### config.mk
export PLATFORM = sky130hd
export DESIGN_NAME = link_power_ctrl
export DESIGN_NICKNAME = d
export VERILOG_FILES = /design/src/rtl/lpc_pkg.sv /design/src/rtl/lpc_sync.sv /design/src/rtl/lpc_status_det.sv /design/src/rtl/lpc_power_fsm.sv /design/src/rtl/link_power_ctrl.sv
export SDC_FILE = /design/constraint.sdc
export NUM_CORES = 1
export LEC_CHECK = 0
export BUFFER_PORTS_ARGS = -buffer_cell sky130_fd_sc_hd__buf_2
export CELL_PAD_IN_SITES_DETAIL_PLACEMENT = 0
export CELL_PAD_IN_SITES_GLOBAL_PLACEMENT = 1
export CORE_MARGIN = 4
export CORE_UTILIZATION = 45
export CTS_CLUSTER_DIAMETER = 120
export CTS_CLUSTER_SIZE = 28
export DETAILED_ROUTE_END_ITERATION = 10
export GPL_ROUTABILITY_DRIVEN = 0
export PLACE_DENSITY_LB_ADDON = 0.1
export RECOVER_POWER = 25
export SKIP_LAST_GASP = 1
export SYNTH_ARGS = -nofsm -noshare
export SYNTH_HDL_FRONTEND = slang
export SYNTH_SLANG_ARGS = --single-unit
### constraint.sdc
create_clock -name clk -period 2.25 [get_ports clk]
set_input_delay 0.45 -clock clk [delete_from_list [all_inputs] [get_ports clk]]
set_output_delay 0.45 -clock clk [all_outputs]
set_load 0.005 [all_outputs]
### src/rtl/lpc_pkg.sv
package lpc_pkg;
  typedef enum logic [1:0] {
    PW_OFF  = 2'd0,
    PW_WAKE = 2'd1,
    PW_ON   = 2'd2
  } pw_state_t;
endpackage

### src/rtl/lpc_sync.sv
module lpc_sync #(
  parameter int             W       = 1,
  parameter int             STAGES  = 2,
  parameter logic [W-1:0]   RST_VAL = '0
) (
  input  logic         clk,
  input  logic         rst,
  input  logic [W-1:0] d,
  output logic [W-1:0] q
);
  logic [W-1:0] stg [STAGES];

  always_ff @(posedge clk) begin
    if (rst) stg[0] <= RST_VAL;
    else     stg[0] <= d;
  end

  genvar g;
  generate
    for (g = 1; g < STAGES; g++) begin : g_stage
      always_ff @(posedge clk) begin
        if (rst) stg[g] <= RST_VAL;
        else     stg[g] <= stg[g-1];
      end
    end
  endgenerate

  assign q = stg[STAGES-1];
endmodule

### src/rtl/lpc_status_det.sv
module lpc_status_det #(
  parameter int ON_CYC  = 4,
  parameter int OFF_CYC = 40
) (
  input  logic clk,
  input  logic rst,
  input  logic any_act,
  output logic seen
);
  localparam int MAXC = (ON_CYC > OFF_CYC) ? ON_CYC : OFF_CYC;
  localparam int CW   = $clog2(MAXC + 1);
  localparam logic [CW-1:0] ON_LAST  = CW'(ON_CYC - 1);
  localparam logic [CW-1:0] OFF_LAST = CW'(OFF_CYC - 1);

  logic [CW-1:0] cnt;

  // One counter filters both edges: it counts while the input disagrees with the output.
  always_ff @(posedge clk) begin
    if (rst) begin
      seen <= 1'b0;
      cnt  <= '0;
    end else if (any_act == seen) begin
      cnt <= '0;
    end else if (cnt == (seen ? OFF_LAST : ON_LAST)) begin
      seen <= ~seen;
      cnt  <= '0;
    end else begin
      cnt <= cnt + 1'b1;
    end
  end

  p_seen_rise_r8: assert property (@(posedge clk) disable iff (rst)
    $rose(seen) |-> $past(any_act));
  p_seen_fall_r8: assert property (@(posedge clk) disable iff (rst)
    $fell(seen) |-> !$past(any_act));
  p_cnt_bound_r9: assert property (@(posedge clk) disable iff (rst)
    cnt < CW'(MAXC));
endmodule

### src/rtl/lpc_power_fsm.sv
module lpc_power_fsm
  import lpc_pkg::*;
#(
  parameter int WAKE_CYC  = 400,
  parameter int SLEEP_CYC = 200
) (
  input  logic clk,
  input  logic rst,
  input  logic any_act,
  input  logic shut,
  input  logic forced,
  output logic pump_en,
  output logic drv_en
);
  localparam int MAXC = (WAKE_CYC > SLEEP_CYC) ? WAKE_CYC : SLEEP_CYC;
  localparam int CW   = $clog2(MAXC + 1);
  localparam logic [CW-1:0] WAKE_LAST  = CW'(WAKE_CYC - 1);
  localparam logic [CW-1:0] SLEEP_LAST = CW'(SLEEP_CYC - 1);

  pw_state_t     state;
  logic [CW-1:0] cnt;
  logic          keep;

  assign keep = forced | any_act;

  always_ff @(posedge clk) begin
    if (rst) begin
      state <= PW_OFF;
      cnt   <= '0;
    end else if (shut) begin
      state <= PW_OFF;
      cnt   <= '0;
    end else begin
      case (state)
        PW_OFF: begin
          cnt <= '0;
          if (keep) state <= PW_WAKE;
        end
        PW_WAKE: begin
          // wake timer runs to completion regardless of activity
          if (cnt == WAKE_LAST) begin
            state <= PW_ON;
            cnt   <= '0;
          end else begin
            cnt <= cnt + 1'b1;
          end
        end
        PW_ON: begin
          if (keep) begin
            cnt <= '0;
          end else if (cnt == SLEEP_LAST) begin
            state <= PW_OFF;
            cnt   <= '0;
          end else begin
            cnt <= cnt + 1'b1;
          end
        end
        default: begin
          state <= PW_OFF;
          cnt   <= '0;
        end
      endcase
    end
  end

  assign pump_en = (state != PW_OFF);
  assign drv_en  = (state == PW_ON);

  p_shut_off_r2: assert property (@(posedge clk) disable iff (rst)
    shut |=> (!pump_en && !drv_en));
  p_forced_keep_r3: assert property (@(posedge clk) disable iff (rst)
    (forced && !shut && drv_en) |=> drv_en);
  p_wake_order_r7: assert property (@(posedge clk) disable iff (rst)
    $rose(drv_en) |-> $past(pump_en));
  p_sleep_idle_r5: assert property (@(posedge clk) disable iff (rst)
    $fell(pump_en) |-> ($past(shut) || !$past(keep)));
  p_cnt_bound_r6: assert property (@(posedge clk) disable iff (rst)
    cnt < CW'(MAXC));
endmodule

### src/rtl/link_power_ctrl.sv
module link_power_ctrl #(
  parameter int N_CH        = 2,
  parameter int SYNC_STAGES = 2,
  parameter int ST_ON_CYC   = 4,
  parameter int ST_OFF_CYC  = 40,
  parameter int WAKE_CYC    = 400,
  parameter int SLEEP_CYC   = 200
) (
  input  logic            clk,
  input  logic            rst,
  input  logic [N_CH-1:0] rx_active,
  input  logic            pwr_down_n,
  input  logic            force_on,
  input  logic            rx_hiz,
  output logic            link_seen,
  output logic            pump_en,
  output logic            drv_en,
  output logic            rxout_oe,
  output logic            ring_mon_en
);
  localparam int CTL_W = 3;
  // control sync bit order: [2] pwr_down_n, [1] force_on, [0] rx_hiz
  localparam logic [CTL_W-1:0] CTL_RST = 3'b001;

  logic [N_CH-1:0]  act_s;
  logic [CTL_W-1:0] ctl_s;
  logic             any_act;

  lpc_sync #(.W(N_CH), .STAGES(SYNC_STAGES), .RST_VAL('0)) u_act_sync (
    .clk(clk), .rst(rst), .d(rx_active), .q(act_s)
  );

  lpc_sync #(.W(CTL_W), .STAGES(SYNC_STAGES), .RST_VAL(CTL_RST)) u_ctl_sync (
    .clk(clk), .rst(rst), .d({pwr_down_n, force_on, rx_hiz}), .q(ctl_s)
  );

  assign any_act = |act_s;

  lpc_status_det #(.ON_CYC(ST_ON_CYC), .OFF_CYC(ST_OFF_CYC)) u_status (
    .clk(clk), .rst(rst), .any_act(any_act), .seen(link_seen)
  );

  lpc_power_fsm #(.WAKE_CYC(WAKE_CYC), .SLEEP_CYC(SLEEP_CYC)) u_fsm (
    .clk(clk), .rst(rst), .any_act(any_act),
    .shut(~ctl_s[2]), .forced(ctl_s[1]),
    .pump_en(pump_en), .drv_en(drv_en)
  );

  assign rxout_oe = ~ctl_s[0];

  always_ff @(posedge clk) begin
    if (rst) ring_mon_en <= 1'b0;
    else     ring_mon_en <= 1'b1;
  end

  p_drv_has_pump_r4: assert property (@(posedge clk) disable iff (rst)
    $rose(pump_en) |-> !drv_en);
endmodule

## Word level (Yosys, flattened, before mapping)

Memories as Yosys holds them, arrays and structs flattened.
Cells that the tools add are included.

- Multiplexer cells: 17
- Add/sub/neg operators: 2
- Bitwise operators: 9
- Eq/ne operators: 10
- Reductions and logical operators: 7

Operator list:

| cell | count |
|---|---|
| two-way mux 9 bit | 3 |
| one-hot mux 9 bit (2 select lines) | 1 |
| two-way mux 2 bit | 6 |
| adder 9 x 1 -> 9 bit (second input constant) | 1 |
| equality test 9 x 8 -> 1 bit (second input constant) | 1 |
| equality test 9 bit (second input constant) | 1 |
| adder 6 x 1 -> 6 bit (second input constant) | 1 |
| equality test 6 bit | 1 |
| two-way mux 3 bit | 2 |
| two-way mux 6 bit | 1 |
| != test 2 x 1 -> 1 bit (second input constant) | 3 |
| one-hot mux 2 bit (3 select lines) | 1 |
| bitwise OR 1 bit | 5 |
| NOT 1 bit | 4 |
| AND reduction 4 bit | 1 |
| OR reduction 2 bit | 2 |
| two-way mux 1 bit | 3 |
| OR reduction 3 bit | 1 |
| equality test 2 x 1 -> 1 bit (second input constant) | 1 |
| equality test 2 bit (second input constant) | 1 |
| zero test 2 bit | 1 |
| != test 2 bit (second input constant) | 1 |
| AND reduction 2 bit | 1 |
| nonzero test 2 bit | 1 |
| equality test 1 bit | 1 |

- Output and inout bits: 5
- Memory bits (writable): 10
- Memories: 2
- Bits of input ports: 7
- Register bits after elaboration: 19

Memories:

| name | words | bits a word | rd ports | clocked after Yosys merged registers in | write ports | line | text |
|---|---|---|---|---|---|---|---|
| u_ctl_sync.stg | 2 | 3 | 2 | 0 | 2 | lpc_sync.sv:11 | `logic [W-1:0] stg [STAGES];` |
| u_act_sync.stg | 2 | 2 | 2 | 0 | 2 | lpc_sync.sv:11 |  |

## Depth between registers and ports, before layout

Gate-level depths: netlist of the first run.

- Depth in word-level cells: 4
- Depth in mapped cells: 6

## By module

Synthesis of the first run repeated with hierarchy kept, for this count alone.

- Cells, all modules: 124
- Area, all modules: 1,258.7 µm²

By module, submodules not included:

| module | cells an instance | seq. area each (µm²) | area an instance (µm²) | times used |
|---|---|---|---|---|
| lpc_power_fsm | 64 | 220.2 | 595.6 | 1 |
| lpc_status_det | 35 | 140.1 | 362.8 | 1 |
| lpc_sync at u_ctl_sync | 12 | 120.1 | 157.7 | 1 |
| lpc_sync at u_act_sync | 8 | 80.1 | 105.1 | 1 |
| link_power_ctrl | 5 | 20.0 | 37.5 | 1 |

## Least setup slack after synthesis of the first run

Ideal clock, no wire load.

- Kind: register -> register
- From: register u_fsm.cnt[0]
- To: register u_fsm.cnt[2]
- Cell stages (with the launch flop): 6
- Period minus slack after synthesis: 1.543 ns
- Data arrival time: 1.415 ns
- Setup time: 0.129 ns
- Slack: 0.707 ns
- Cells stage by stage: dfxtp_1 -> ha_1 -> nand3_1 -> o31a_1 -> o211ai_2 -> nor2_1

- Longest elaborated chain between the ends: 4
- Elaborated cells on any way between the ends: 7

RTL lines:

| element | line | text |
|---|---|---|
| start, declared | lpc_power_fsm.sv:21 | `logic [CW-1:0] cnt;` |
| start signal, assigned | lpc_power_fsm.sv:45 | `cnt <= cnt + 1'b1;` |
| start signal, assigned | lpc_power_fsm.sv:55 | `cnt <= cnt + 1'b1;` |
| adder 9 x 1 -> 9 bit or equality test 9 x 8 -> 1 bit (tied branches) | lpc_power_fsm.sv:45, lpc_power_fsm.sv:55, lpc_power_fsm.sv:51 |  |
| two-way mux 9 bit | lpc_power_fsm.sv:51 | `end else if (cnt == SLEEP_LAST) begin` |
| two-way mux 9 bit | lpc_power_fsm.sv:49 | `if (keep) begin` |
| one-hot mux 9 bit (2 select lines) (*) | lpc_power_fsm.sv:34 | `case (state)` |

Mark *: on every way between the ends. The rest lies on a longest branch, timed or not.
A chain may end at the register's enable or synchronous reset.

## Worst setup path after layout of the first run

- From: register u_status.cnt[0]
- To: register u_status.cnt[4]

- Longest elaborated chain between the ends: 2
- Elaborated cells on any way between the ends: 3

RTL lines:

| element | line | text |
|---|---|---|
| start, declared | lpc_status_det.sv:15 | `logic [CW-1:0] cnt;` |
| start signal, assigned | lpc_status_det.sv:28 | `cnt <= cnt + 1'b1;` |
| parallel branches: the longest is 2 deep, another holds adder 6 x 1 -> 6 bit | -- |  |

Parallel ways; which one is timed is not known.

==> results of run 1 <==
==> area by class of cell <==
cell class | instances | area (µm²)
well taps | 30 | 37.5
clock buffers | 6 | 51.3
inverters | 8 | 30.0
flip-flops and latches | 29 | 581
clock inverters | 2 | 13.8
fillers | 244 | 1150
multi-input cells | 83 | 562
repair buffers | 11 | 53.8
==> synth_stat cells <==
cell type  count  area share
dfxtp_1       29        0.49
nor2_1        21       0.067
nor2b_1        9       0.048
inv_1          8       0.026
ha_1           6       0.064
xnor2_1        6       0.045
xor2_1         5       0.037
nand2_1        4       0.013
nand3_1        4       0.017
or2_2          3       0.016
nand4_1        2       0.011
nor3_1         2      0.0085
o311a_1        2       0.017
a211oi_1       1      0.0064
a21oi_1        1      0.0043
a2bb2oi_1      1      0.0074
a41oi_1        1      0.0074
and2_1         1      0.0053
and3_1         1      0.0053
clkbuf_1       1      0.0032
nand3b_1       1      0.0064
nand4bb_1      1      0.0096
nor4b_1        1      0.0074
o211ai_2       1       0.011
o21ai_1        1      0.0043
o311ai_1       1      0.0074
o31a_1         1      0.0074
o31ai_2        1       0.011
o41a_1         1      0.0096
o41ai_1        1      0.0074
or2_1          1      0.0053
or3_1          1      0.0053
or3b_2         1      0.0074
==> sequential cells by signal (all words and copies together) (netlist names) <==
name,flops
ring_mon_en,1
u_act_sync.stg,4
u_ctl_sync.stg,6
u_fsm.cnt,9
u_fsm.state,2
u_status.cnt,6
u_status.seen,1
==> worst max-delay path, cell delays in order, from the launching register on <==
cell and delay, ns:
dfxtp_1 0.36, ha_1 0.25, nor4b_1 0.44, a211oi_1 0.16, o21ai_1 0.40, nor2_1 0.09
==> stage by stage <==
| stage | hold slack [ns] | worst slack (ns) |
|---|---|---|
| floorplan | 0.389 | 0.707 |
| global placement | 0.392 | 0.560 |
| detailed placement | 0.396 | 0.448 |
| CTS | 0.299 | 0.408 |
| global route | 0.299 | 0.280 |
| finish | 0.312 | 0.418 |
==> cells in the final DEF, fill, tap and decap left out, drive strengths merged, types with 4 or more instances in the layout <==
master,netlist,routed
or2,4,4
ha,6,6
nand3,4,4
xor2,5,5
buf,0,10
nand2,4,4
nor2,21,21
inv,8,8
dfxtp,29,29
xnor2,6,6
nor2b,9,9
clkbuf,1,7
==> power by group <==
| group | total, mW | switching, mW | internal [mW] |
|---|---|---|---|
| sequential | 0.533 | 0.00646 | 0.527 |
| clock | 0.330 | 0.178 | 0.152 |
| combinational | 0.0477 | 0.0242 | 0.0236 |
| total | 0.910 | 0.208 | 0.702 |
==> how the worst min path moves through the flow <==
stage / start / end / slack [ns] / depth (start not counted)
floorplan: u_ctl_sync.stg[0][0] / u_ctl_sync.stg[1][0] / 0.39 / 1
global placement: u_ctl_sync.stg[0][0] / u_ctl_sync.stg[1][0] / 0.39 / 1
finish: rx_hiz / u_ctl_sync.stg[0][0] / 0.31 / 2
CTS: rx_hiz / u_ctl_sync.stg[0][0] / 0.30 / 2
global route: rx_hiz / u_ctl_sync.stg[0][0] / 0.30 / 2
detailed placement: u_ctl_sync.stg[0][0] / u_ctl_sync.stg[1][0] / 0.40 / 1
==> routing by layer <==
metal  up-vias  track usage
li1        443            -
met1       381        0.136
met2        14        0.215
met3         2       0.0610
met4         0       0.0583
met5         -            0
==> kinds of logic after synthesis <==
logic type	after synthesis	synth area share
AO/OA/AOI/OAI	13	0.100
XOR/XNOR	11	0.0819
adder cells (fa/ha/maj)	6	0.0638
buffers and inverters	9	0.0287
flip-flops	29	0.494
AND/OR/NAND/NOR	53	0.232
==> results by group, run 1 <==
Placement
  • Placed cells: 161
  • Detailed Place HPWL: 1380 µm
  • Buffers on Ports: 11
  • Dpl cell area: roughly 1300 µm²

Route
  • Metal-1 WL: between 800 and 900 µm
  • DRT iter0 DRCs: 22
  • Final ANT Viol Nets: 0
  • Met2 Wirelength: 938 µm
  • Met3 wire length: ~99 µm
  • TritonRoute pass-1 iters: 4
  • Total wire length: about 1900 µm
  • DR top layer: met4
  • Drt drc: 0
  • Drt wl/cell: 11.1 µm
  • Mean number of vias per cell: 4.97
  • Vias: 840

Critical path
  • Setup crit end: u_status.cnt[4]
  • Crit-path max FO: 6
  • Worst reg2reg startpoint: u_status.cnt[0]
  • Reg2Reg Setup Slack: 0.42 ns
  • Reg2reg end: u_status.cnt[4]
  • Crit Path Category: reg2reg
  • Register-to-Register Path Depth: 5
  • Worst setup path startpoint: u_status.cnt[0]
  • Critical Path AT: 2.03 ns
  • Setup crit start kind: register
  • Critical Path Sink Type: register
  • Worst endpoint required time: 2.44 ns

Layout
  • Finished Layout Cells: 169
  • Post-layout util: 0.536
  • Antenna fix cells: 0
  • P&R area growth vs syn: 13.0%
  • Design area: ~1300 µm²
  • Share of cells above drive strength 1: 0.173
  • Nets@finish: about 150

Logic synthesis
  • Netlist cell types: 33
  • Cells after Synth: ~120
  • Post-synthesis cell area: 1180 µm²
  • Avg Synthesized Cell Area: about 10 µm²
  • Syn nets: between 100 and 150
  • Yosys reg bits: 29
  • Sequential fraction of the synthesis area: 0.494
  • Yosys warning total: 0

Clock network
  • Root Driver: clkbuf_4
  • Htree depth: 2
  • Clock Tree Buf Depth: 2
  • Clock Pin Slew Worst Setup and Hold Paths: approximately 0.1 ns
  • Post-CTS Resized: 0
  • CTS tree: yes
  • Post-CTS setup buffers: 0
  • Sink Count: 29
  • CTS Hold Bufs: 0
  • Clock latency on the worst-skew pair: roughly 0.32 ns
  • CTS Buf Count: 5

Power and ir drop
  • Total power: 0.910 mW
  • PwrDens: around 690 nW/µm²
  • Peak supply drop: between 0.5 and 0.6 mV
  • P_leak: between 0.5 and 0.6 nW

Timing
  • Final Cycle Share: 0.814
  • Worst slew pin tran: a little under 0.5 ns
  • Clock skew: just over 0.01 ns
  • Unrepaired setup endpoints after global routing: no
  • Fin. max-slew vios: 0
  • Final Hold Fails: 0
  • Final setup viols: 0
  • Fmax: 546 MHz
  • Final min period: 1.83 ns
  • Post-Route Setup TNS: 0 ns
  • Relative slew slack: 0.675

Die
  • Die width: between 50 and 60 µm
  • Core area: 2480 µm²
  • Die footprint: about 3500 µm²
  • Rows: 18
  • I/O pins: 12
  • Die Ht: 59.1 µm
  • Initial Util: 0.475

Global route
  • Total gr overflow: 0
  • Largest net degree at the start of global routing: 14
  • Vias in the first global route: approximately 810
  • First-pass GRT wire length: around 3300 µm
  • Initial antenna violation count: 0
  • Total track usage: 0.128

Run status
  • Status: finished, final reports clean

Flow run
  • Max-Cap Viols: 0

Min path
  • Min-Delay Path Class: in2reg
Note: power is estimated with default switching activity, not from simulation.
==> run 2: changes to the inputs <==
--- a/config.mk
+++ b/config.mk
@@ -5,11 +5,12 @@
 export SDC_FILE = /design/constraint.sdc
 export NUM_CORES = 1
 export LEC_CHECK = 0
+export ABC_AREA = 1
 export BUFFER_PORTS_ARGS = -buffer_cell sky130_fd_sc_hd__buf_2
 export CELL_PAD_IN_SITES_DETAIL_PLACEMENT = 0
 export CELL_PAD_IN_SITES_GLOBAL_PLACEMENT = 1
 export CORE_MARGIN = 4
-export CORE_UTILIZATION = 45
+export CORE_UTILIZATION = 42
 export CTS_CLUSTER_DIAMETER = 120
 export CTS_CLUSTER_SIZE = 28
 export DETAILED_ROUTE_END_ITERATION = 10
==> constraint.sdc (replaced) <==
create_clock -name clk -period 1.9 [get_ports clk]
set_input_delay 0.38 -clock clk [delete_from_list [all_inputs] [get_ports clk]]
set_output_delay 0.38 -clock clk [all_outputs]
set_load 0.005 [all_outputs]
==> run 2 against run 1 <==
Hold slack lost 0.072 ns. Non-clock buffer count did not move. Largest power group unchanged. Critical path type is now reg2out. Combinational power shrank 3%. Largest cell class unchanged. Via count is 11% higher. Sequential share of layout area down 0.89 points. Wire length grew 0.32%. Cell area is 2.1% higher.
==> results by group, run 2 <==
Layout
  • Fill count: 300 (+23%)
  • Commonest non-fill, non-tap cell in the layout: nor2_1
  • Share of cells above drive strength 1: 0.150 (-0.0224)
  • Max FFs per register: 9 (unchanged)
  • Multi-input combinational cell area: 523 µm² (-6.9%)
  • Nets@finish: 185 (+23%)
  • P&R area growth vs syn: 11.1%
  • Most frequent cells in the layout: nor2_1 (30), inv_1 (29), dfxtp_1 (29)
  • Register area: 581 µm² (unchanged)
  • Biggest register: u_fsm.cnt
  • Largest registers: u_fsm.cnt (9), u_ctl_sync.stg (6), u_status.cnt (6)
  • Antenna fix cells: 0 (unchanged)
  • Finished Layout Cells: 204 (+21%)

Die
  • Die footprint: 3830 µm² (+9.7%)
  • I/O pins: 12 (unchanged)
  • Core area: 2760 µm² (+11%)
  • Initial Util: 0.443 (-0.0319)
  • Rows: 19 (+1)
  • Die Ht: 61.9 µm (+4.7%)
  • Die width: 61.9 µm (+4.7%)

Logic synthesis
  • Syn nets: 169 (+26%)
  • Yosys warning total: 0 (unchanged)
  • Yosys reg bits: 29 (unchanged)
  • Netlist cell types: 20 (-39%)
  • Leading area contributor after synthesis: dfxtp_1
  • Post-synthesis cell area: 1220 µm² (+3.8%)
  • Post-synth top area share: 0.475 (-0.0182)
  • Leading post-synthesis cells by cell area: dfxtp_1 (48%), nor2_1 (9.2%), inv_1 (8.9%)
  • Synth cell count leaders: nor2_1 (30), dfxtp_1 (29), inv_1 (29)
  • Avg Synthesized Cell Area: 7.83 µm² (-19%)
  • Synth Flop Type: dfxtp_1
  • Cells after Synth: 156 (+29%)
  • EDFF count, synth: 0 (unchanged)
  • Synth async-reset ratio: 0 (unchanged)
  • Sequential fraction of the synthesis area: 0.475 (-0.0182)
  • Most frequent cell after synthesis: nor2_1

Timing
  • Worst slew pin tran: 0.446 ns (-0.0353 ns)
  • Unrepaired setup endpoints after global routing: no
  • Post-Route Setup TNS: 0 ns (unchanged)
  • Final Hold Fails: 0 (unchanged)
  • Relative slew slack: 0.703 (+0.0280)
  • Fin. max-slew vios: 0 (unchanged)
  • Final setup viols: 0 (unchanged)
  • Final min period: ~1.5 ns
  • Clock skew: 0.00880 ns (-0.00154 ns)
  • Final Cycle Share: 0.798
  • Fmax: around 660 MHz

Clock network
  • CTS Hold Bufs: 0 (unchanged)
  • Root Driver: clkbuf_4
  • CTS tree: yes
  • Sink Count: 29 (unchanged)
  • Clock Pin Slew Worst Setup and Hold Paths: 0.10 ns (about the same)
  • Htree depth: 2 (unchanged)
  • CTS Buf Count: 5 (unchanged)
  • Post-CTS setup buffers: 0 (unchanged)
  • Clock Tree Buf Depth: 2 (unchanged)
  • Clock latency on the worst-skew pair: 0.32 ns (about the same)
  • Post-CTS Resized: 0 (unchanged)

Power and ir drop
  • Comb power frac: 0.045 (-0.007)
  • Pint: 0.780 mW (+11%)
  • PwrDens: 756 nW/µm² (+10%)
  • Switching fraction of total power: 0.239 (+0.00990)
  • Part of the power in registers: 0.609 (+0.023)
  • Sw Pwr: 0.244 mW (+17%)
  • P_leak: 0.588 nW (+10%)
  • Peak supply drop: 0.693 mV (+28%)
  • Clk pwr share: 0.346 (-0.016)

Global route
  • Total track usage: 0.121 (-0.00759)
  • Initial antenna violation count: 0 (unchanged)
  • Largest net degree at the start of global routing: 13 (-1)
  • First-pass GRT wire length: 3300 µm (+0.64%)
  • Vias in the first global route: 815 (+0.25%)
  • Total gr overflow: 0 (unchanged)

Critical path
  • Crit Path Category: reg2out
  • Worst endpoint required time: 1.52 ns (-0.92 ns)
  • Crit-path max FO: 4 (-2)
  • Critical path cell sequence: inv_1 -> ha_1 -> buf_2
  • Crit path max-delay cell type: dfxtp_1
  • Critical Path AT: 1.14 ns (-0.89 ns)
  • Slowest stage delay, CP: 0.35 ns (-0.09 ns)
  • Critical Path Sink Type: primary output
  • Setup crit start kind: register

Placement
  • Detailed Place HPWL: 1410 µm (+2.2%)
  • Buffers on Ports: 11 (unchanged)
  • Placed cells: 196 (+22%)

Route
  • TritonRoute pass-1 iters: 4 (unchanged)
  • Total wire length: 1890 µm (+0.32%)
  • Mean number of vias per cell: 4.58 (-7.9%)
  • Drt drc: 0 (unchanged)
  • Vias: 934 (+11%)
  • Final ANT Viol Nets: 0 (unchanged)
  • DRT iter0 DRCs: 10 (-55%)
  • Drt wl/cell: 9.25 µm (-17%)

Min path
  • Min-Delay Path Class: in2reg

Run status
  • Status: finished, final reports clean

Flow run
  • Max-Cap Viols: 0 (unchanged)
## run 2: changes by cell type in the layout (fill, tap and decap cells not counted), moves of 3 or more
| cell | change |
|---|---|
| a21oi_1 | +4 |
| inv_1 | +21 |
| nand2_1 | +17 |
| nand2_2 | +3 |
| nor2_1 | +9 |
| nor2b_1 | -9 |
| o21ai_0 | +3 |
| xnor2_1 | -3 |
## run 2: layout make-up
class                   instances  area share
flip-flops and latches         29       0.428
multi-input cells              96       0.386
inverters                      29      0.0803
repair buffers                 11      0.0397
clock buffers                   6      0.0304
well taps                      31      0.0286
clock inverters                 2     0.00738
## run 2: worst paths after layout
path | slack, ns | start | depth (start not counted) | end
setup reg to reg | 0.52 | u_fsm.cnt[0] | 8 | u_fsm.cnt[7]
hold / removal | 0.24 | rx_hiz | 2 | u_ctl_sync.stg[0][0]
hold reg to reg | 0.41 | u_ctl_sync.stg[0][2] | 2 | u_ctl_sync.stg[1][2]
setup / recovery | 0.38 | u_fsm.state[0] | 3 | drv_en
## run 2: routing by layer
layer | vias to the layer above | global-route usage | part of all wire
met5 | - | 0 | 0
met4 | 0 | 0.0636 | 0.024
met3 | 6 | 0.0558 | 0.046
met2 | 12 | 0.182 | 0.45
met1 | 410 | 0.142 | 0.48
li1 | 506 | - | -
## run 2: metrics by stage
| stage | setup WS [ns] | hold slack [ns] | cell area (µm²) | power (mW) | utilization |
|---|---|---|---|---|---|
| after floorplan | 0.666 | 0.388 | 1220 | 0.671 | - |
| after global placement | 0.551 | 0.392 | 1310 | 0.685 | 0.474 |
| after detailed placement | 0.514 | 0.394 | 1310 | 0.686 | 0.474 |
| after CTS | 0.353 | 0.221 | 1360 | 1.04 | 0.492 |
| after global routing | 0.314 | 0.218 | 1360 | 1.08 | 0.492 |
| final | 0.384 | 0.240 | 1360 | 1.02 | 0.492 |
## run 2: cells by family after synthesis
| kind of cell | after synthesis | share of synthesized area |
|---|---|---|
| adder cells (fa/ha/maj) | 6 | 0.0615 |
| buffers and inverters | 31 | 0.0963 |
| AND/OR/NAND/NOR | 73 | 0.269 |
| AO/OA/AOI/OAI | 9 | 0.0400 |
| flip-flops | 29 | 0.475 |
| XOR/XNOR | 8 | 0.0574 |
## run 2: worst max-delay path, delay by kind of cell (launching register included)
kind	cells	cell delay (ns)
flip-flops	1	0.35
buffers and inverters	2	0.22
adder cells (fa/ha/maj)	1	0.25
## run 2: power by group through the flow
stage / clock network [mW] / registers (mW) / logic, mW
after floorplan: 0 / 0.638 / 0.0329
after global placement: 0 / 0.638 / 0.0468
after detailed placement: 0 / 0.639 / 0.0477
after CTS: 0.371 / 0.624 / 0.0479
after global routing: 0.399 / 0.626 / 0.0556
final: 0.354 / 0.624 / 0.0464
